**src/rtl/dock_exec_pkg.sv**
```systemverilog
package dock_exec_pkg;

    localparam int WORD_W = 37;
    localparam int PATH_W = 11;
    localparam int CNT_W  = 6;
    localparam int NFLAG  = 7;
    localparam int BODY_W = NFLAG + CNT_W + PATH_W;
    localparam int INSN_W = BODY_W + 1;
    localparam int PKT_W  = 1 + PATH_W + WORD_W;
    localparam logic [CNT_W-1:0] CNT_MAX = '1;

    typedef struct packed {
        logic               wait_tok;
        logic               wait_dat;
        logic               capture;
        logic               emit_dat;
        logic               emit_tok;
        logic               tok_last;
        logic               requeue;
        logic [CNT_W-1:0]   count;
        logic [PATH_W-1:0]  dest;
    } normal_t;

    typedef struct packed {
        logic               tok;
        logic [PATH_W-1:0]  path;
        logic [WORD_W-1:0]  word;
    } pkt_t;

    typedef enum logic [1:0] {ST_IDLE, ST_IN, ST_OUT} st_t;
    typedef enum logic [1:0] {DISP_RETIRE, DISP_REPEAT, DISP_REQUEUE} disp_t;

    function automatic logic [WORD_W-1:0] sext_lit(input logic [BODY_W-1:0] v);
        return {{(WORD_W-BODY_W){v[BODY_W-1]}}, v};
    endfunction

endpackage

```
**src/rtl/dock_exec_decode.sv**
```systemverilog
module dock_exec_decode
    import dock_exec_pkg::*;
#(
    parameter bit IS_OUTPUT = 1'b1
) (
    input  logic [INSN_W-1:0] insn,
    output logic              is_lit,
    output normal_t           fld,
    output logic [WORD_W-1:0] lit_word,
    output logic              reserved,
    output logic              need_in,
    output logic              emit_d,
    output logic              emit_t
);
    logic both_wait_bad;

    assign is_lit   = insn[INSN_W-1];
    assign fld      = normal_t'(insn[BODY_W-1:0]);
    assign lit_word = sext_lit(insn[BODY_W-1:0]);

    generate
        if (IS_OUTPUT) begin : g_outdock
            assign both_wait_bad = 1'b0;
        end else begin : g_indock
            assign both_wait_bad = fld.wait_tok & fld.wait_dat;
        end
    endgenerate

    assign reserved = both_wait_bad
                    | (~fld.wait_dat & fld.capture)
                    | (~fld.emit_tok & fld.tok_last);
    assign need_in  = fld.wait_tok | fld.wait_dat;
    assign emit_d   = fld.emit_dat;
    assign emit_t   = fld.emit_tok & (~fld.tok_last | (fld.count == '0));
endmodule

```
**src/rtl/dock_exec_count.sv**
```systemverilog
module dock_exec_count
    import dock_exec_pkg::*;
(
    input  logic [CNT_W-1:0] count,
    input  logic             requeue,
    output logic [CNT_W-1:0] cnt_next,
    output disp_t            disp
);
    always_comb begin
        cnt_next = (count == CNT_MAX) ? count : count - 1'b1;
        if (count == '0)
            disp = DISP_RETIRE;
        else if (requeue)
            disp = DISP_REQUEUE;
        else
            disp = DISP_REPEAT;
    end
endmodule

```
**src/rtl/dock_exec_pkt.sv**
```systemverilog
module dock_exec_pkt
    import dock_exec_pkg::*;
#(
    parameter bit IS_OUTPUT = 1'b1
) (
    input  logic [WORD_W-1:0] latch,
    input  logic [PATH_W-1:0] dest,
    input  logic              emit_d,
    input  logic              emit_t,
    output logic [PKT_W-1:0]  pkt
);
    logic [PATH_W-1:0] data_path;
    pkt_t              p;

    generate
        if (IS_OUTPUT) begin : g_self_route
            assign data_path = emit_t ? latch[WORD_W-1 -: PATH_W] : dest;
        end else begin : g_fixed_route
            assign data_path = dest;
        end
    endgenerate

    always_comb begin
        if (emit_d) begin
            p.tok  = 1'b0;
            p.path = data_path;
            p.word = latch;
        end else begin
            p.tok  = 1'b1;
            p.path = dest;
            p.word = '0;
        end
    end

    assign pkt = p;
endmodule

```
**src/rtl/dock_exec.sv**
```systemverilog
module dock_exec
    import dock_exec_pkg::*;
#(
    parameter bit IS_OUTPUT = 1'b1
) (
    input  logic              clk,
    input  logic              rst,
    input  logic              insn_valid,
    input  logic [INSN_W-1:0] insn_in,
    output logic              insn_take,
    input  logic              in_valid,
    input  logic              in_tok,
    input  logic [WORD_W-1:0] in_word,
    output logic              in_ready,
    output logic              out_valid,
    output logic [PKT_W-1:0]  out_pkt,
    input  logic              out_ready,
    output logic              done_retire,
    output logic              done_requeue,
    output logic [INSN_W-1:0] requeue_insn,
    output logic              err
);
    st_t               st;
    logic [INSN_W-1:0] cur;
    logic [WORD_W-1:0] latch;

    logic              is_lit, reserved, need_in, emit_d, emit_t;
    normal_t           fld, nxt;
    logic [WORD_W-1:0] lit_word;
    logic [CNT_W-1:0]  cnt_next;
    disp_t             disp;
    logic              finish, force_ret, go_out;

    dock_exec_decode #(.IS_OUTPUT(IS_OUTPUT)) u_dec (
        .insn(cur), .is_lit(is_lit), .fld(fld), .lit_word(lit_word),
        .reserved(reserved), .need_in(need_in), .emit_d(emit_d), .emit_t(emit_t)
    );

    dock_exec_count u_cnt (
        .count(fld.count), .requeue(fld.requeue), .cnt_next(cnt_next), .disp(disp)
    );

    dock_exec_pkt #(.IS_OUTPUT(IS_OUTPUT)) u_pkt (
        .latch(latch), .dest(fld.dest), .emit_d(emit_d), .emit_t(emit_t), .pkt(out_pkt)
    );

    always_comb begin
        nxt       = fld;
        nxt.count = cnt_next;
    end
    assign requeue_insn = {1'b0, nxt};

    always_comb begin
        insn_take = 1'b0;
        in_ready  = 1'b0;
        out_valid = 1'b0;
        finish    = 1'b0;
        force_ret = 1'b0;
        err       = 1'b0;
        go_out    = 1'b0;
        unique case (st)
            ST_IDLE: insn_take = insn_valid;
            ST_IN: begin
                if (is_lit) begin
                    finish    = 1'b1;
                    force_ret = 1'b1;
                end else if (reserved) begin
                    finish    = 1'b1;
                    force_ret = 1'b1;
                    err       = 1'b1;
                end else if (need_in) begin
                    in_ready = 1'b1;
                    go_out   = in_valid;
                end else begin
                    go_out = 1'b1;
                end
            end
            ST_OUT: begin
                out_valid = emit_d | emit_t;
                finish    = ~(emit_d | emit_t) | out_ready;
            end
            default: ;
        endcase
        done_retire  = finish & (force_ret | (disp == DISP_RETIRE));
        done_requeue = finish & ~force_ret & (disp == DISP_REQUEUE);
    end

    always_ff @(posedge clk) begin
        if (rst) begin
            st    <= ST_IDLE;
            cur   <= '0;
            latch <= '0;
        end else begin
            unique case (st)
                ST_IDLE: begin
                    if (insn_valid) begin
                        cur <= insn_in;
                        st  <= ST_IN;
                    end
                end
                ST_IN: begin
                    if (is_lit) begin
                        latch <= lit_word;
                        st    <= ST_IDLE;
                    end else if (reserved) begin
                        st <= ST_IDLE;
                    end else if (go_out) begin
                        if (in_ready && fld.wait_dat && fld.capture && !in_tok)
                            latch <= in_word;
                        st <= ST_OUT;
                    end
                end
                ST_OUT: begin
                    if (finish) begin
                        if (disp == DISP_REPEAT) begin
                            cur <= requeue_insn;
                            st  <= ST_IN;
                        end else begin
                            st <= ST_IDLE;
                        end
                    end
                end
                default: st <= ST_IDLE;
            endcase
        end
    end
endmodule

```
**config.mk**
```make
export PLATFORM = sky130hd
export DESIGN_NAME = dock_exec
export DESIGN_NICKNAME = d
export VERILOG_FILES = /design/src/rtl/dock_exec_pkg.sv /design/src/rtl/dock_exec_decode.sv /design/src/rtl/dock_exec_count.sv /design/src/rtl/dock_exec_pkt.sv /design/src/rtl/dock_exec.sv
export SDC_FILE = /design/constraint.sdc
export NUM_CORES = 1
export LEC_CHECK = 0
export ABC_AREA = 1
export BUFFER_PORTS_ARGS = -buffer_cell sky130_fd_sc_hd__buf_4
export CELL_PAD_IN_SITES_DETAIL_PLACEMENT = 0
export CELL_PAD_IN_SITES_GLOBAL_PLACEMENT = 1
export CORE_MARGIN = 1
export CORE_UTILIZATION = 38
export CTS_BUF_LIST = sky130_fd_sc_hd__clkbuf_8 sky130_fd_sc_hd__clkbuf_16
export DETAILED_ROUTE_END_ITERATION = 10
export PLACE_DENSITY = 0.87
export REMOVE_ABC_BUFFERS = 1
export SYNTH_ARGS = -nofsm -noshare
export SYNTH_HDL_FRONTEND = slang
export SYNTH_HIERARCHICAL = 1
export SYNTH_SLANG_ARGS = --single-unit
export TNS_END_PERCENT = 50
```
**constraint.sdc**
```tcl
create_clock -name clk -period 4.14 [get_ports clk]
set_clock_uncertainty 0.05 [all_clocks]
set_input_delay 0.828 -clock clk [delete_from_list [all_inputs] [get_ports clk]]
set_output_delay 0.828 -clock clk [all_outputs]
set_load 0.05 [all_outputs]
```
==> results.ini <==
[outcome]
status = finished clean

[setup_path]
worstPathArrival_ps = 2190
end_kind = output pin
reg2reg_depth = 8
critPathSlowestCell = ha_1
crit_type = flip-flop to output pin
crit_start = st[0]$_SDFFE_PP0P_
r2r-start = st[0]$_SDFFE_PP0P_
r2r-end = cur[23]$_SDFFE_PP0P_
slowest_delay_ps = 680
start_kind = flip-flop
crit_top_cell = nand2_1
endpoint = done_requeue
path_max_fanout = 15
crit_chain = inv_1 > ha_1 > nand2_1 > nand2_1 > nand2_1 > nor4_1 > buf_4
cp.required_ps = 3260
r2r_slack_ps = 1400

[grt]
grt_antenna_before_repair = 0
grtUsageMet2_pct = 33.7
groute.layer.met1.usage_pct = 27.5
grt_pass1_wl_um = 20900
grt_pass1_vias = 4066
grt_overflow = 0
grt_util_all_layers_pct = 20.3
grt.busiest_layer = met2
grt_max_degree = 43
grtUsageMet3_pct = 2.70

[floorplanning]
die_area_mm2 = 0.0131
fp.dieW_um = 114
std_cell_rows = 40
ios = 148
die_h_um = 114
initial_core_util_pct = 39.5
fp.coreArea_mm2 = 0.0122

[synthesis]
synth_area_mm2 = 0.00481
synth_edf_count = 0
yosys_register_bits = 64
yosysWarnings = 6
ys_seq_area_share_pct = 26.7
synthCells = 802
synth.distinct_cells = 35
synth-async-reset-ratio_pct = 0
synth_ff_type = dfxtp_1
synth.avg_cell_area_um2 = 5.99

[finish]
area_growth_pct = 19.1
final_cell_area_mm2 = 0.00573
utilization_pct = 47.1
nNetsFinal = 932
fill_cells = 1344
drive_gt1_share_pct = 22.4
diodes = 0

[clocking]
cts_buffers = 9
holdBufCountCts = 0
clock_path_buffers = 2
cts_resized = 0
numClockSinks = 64
htree_levels = 3
cts_root_buffer = clkbuf_16
clk_latency_ps = 330
clkTransAtPathRegs_ps = 50
postCtsSetupBuffers = 0
cts_tree = yes

[timing]
slew_headroom_pct = 46.6
setup_viol = 0
finalCritPeriodShare_pct = 74.1
max_freq_mhz = 326
rsz0062_at_grt = false
hold_violations = 0
maxSlewViolCount = 0
fin_setup_tns_ps = 0
fin_crit_ps = 3070
holdWs_ps = 425
tightest_slew_ps = 802

[run]
max-cap-violations = 0

[hold_path]
hp-class = flip-flop to flip-flop
whs_path_depth = 2
min_from = latch[18]$_SDFFE_PP0P_

[placed_design]
place_area_mm2 = 0.00542
place_hpwl_um = 8800
portBuffers = 146
place_congestion = 0.852

[route]
ant_nets = 0
wirelength_um = 13200
dr.pass1.iters = 4
first_iter_violations = 299
drt-vias-per-instance = 4.61
detail_route.wl_per_cell_um = 12.8
dr_total_vias = 4739
route.detailed.drc = 0

[power_and_ir_drop]
vdd_drop_max_v = 0.000681
p_total_w = 0.00436
power.leakage_nw = 3.16
p_per_area_mw_per_mm2 = 762

state kept, by name (all words and copies together) (netlist names):
name	count
cur	25
latch	37
st	2
metrics by stage:
stage	setup WS [ps]	cells
floorplan	-329	690
CTS	1000	1029
global placement	1360	1014
detailed placement	1330	1014
finish	1070	1029
global route	767	1029
synthesized netlist by cell type (2+ instances only):
master    number  area (um2)
o21ai_1        2        10.0
nor2_2         2        12.5
ha_1           7        87.6
inv_2          7        26.3
mux2i_1        7        70.1
buf_2         15        75.1
dfxtp_1       64        1280
clkbuf_1       7        26.3
nor2_1        98         368
nand2_1      294        1100
buf_4         65         488
a21oi_1       38         190
o21ai_0        2        10.0
nand4_1       46         288
nand2_2        2        12.5
nand3_1       19        95.1
buf_6         14         158
xor2_1         2        17.5
buf_1         11        41.3
inv_1         85         319
cell usage in the layout, fill, tap and decap left out:
cell type / count
bufinv_16: 1
nand3_1: 19
buf_4: 155
conb_1: 1
o21ai_2: 1
nor3_1: 1
mux2i_1: 7
o21ai_0: 2
or2_2: 1
inv_1: 85
nand3_4: 1
clkinv_1: 1
nor2_2: 2
o21ai_4: 1
or2_0: 1
o21bai_1: 1
dfxtp_2: 2
clkinv_2: 2
a21oi_2: 1
nor2_1: 98
nand3_2: 1
nor4_1: 1
inv_2: 7
clkbuf_8: 3
xnor2_1: 1
nand2_1: 293
buf_12: 1
and3_1: 1
o21ai_1: 2
nand4_1: 46
xor2_1: 2
a21oi_1: 38
clkbuf_16: 9
ha_2: 1
nand2_2: 3
dfxtp_1: 62
ha_1: 6
nand2_4: 1
worst min path at each step:
stage | end | slack, ps
after floorplan | latch[0]$_SDFFE_PP0P_ | 400
after global placement | latch[15]$_SDFFE_PP0P_ | 410
after detailed placement | latch[16]$_SDFFE_PP0P_ | 420
after CTS | latch[18]$_SDFFE_PP0P_ | 430
after global routing | latch[7]$_SDFFE_PP0P_ | 450
final | latch[18]$_SDFFE_PP0P_ | 430
cells by family after synthesis:
group,count (synthesis),synth area share (%)
AND/OR/NAND/NOR,469,40.5
buffers and inverters,205,23.7
flip-flops,64,26.7
AO/OA/AOI/OAI,46,5.23
adder cells (fa/ha/maj),7,1.82
multiplexers,7,1.46
XOR/XNOR,3,0.547
other,1,0.0780
critical path, delay by kind of cell (launching register included):
kind	cells	cell delay, ps
and+or+nand+nor	4	500
DFF	1	320
adders and majority gates	1	680
buffers and inverters	2	350
layer usage:
layer | vias up | share of wire, %
li1 | 2507 | -
met5 | - | 0
met3 | 12 | 4.7
met4 | 0 | 1.2
met1 | 2094 | 48
met2 | 126 | 46
final cells by class:
class	count	area (um2)	area share, %
Timing Repair Buffer	156	1180	20.7
Inverter	93	349	6.10
Clock buffer	12	267	4.65
Tap cell	168	210	3.67
Multi-Input combinational cell	533	2390	41.8
Sequential cell	64	1280	22.4
Clock inverter	3	40.0	0.699
power by group:
group | internal [W] | switching [W] | total (W)
clock | 0.000510 | 0.000272 | 0.000782
combinational | 0.000764 | 0.00184 | 0.00260
sequential | 0.000781 | 0.000196 | 0.000977
total | 0.00205 | 0.00231 | 0.00436
Power figures use the tool's default switching activity.
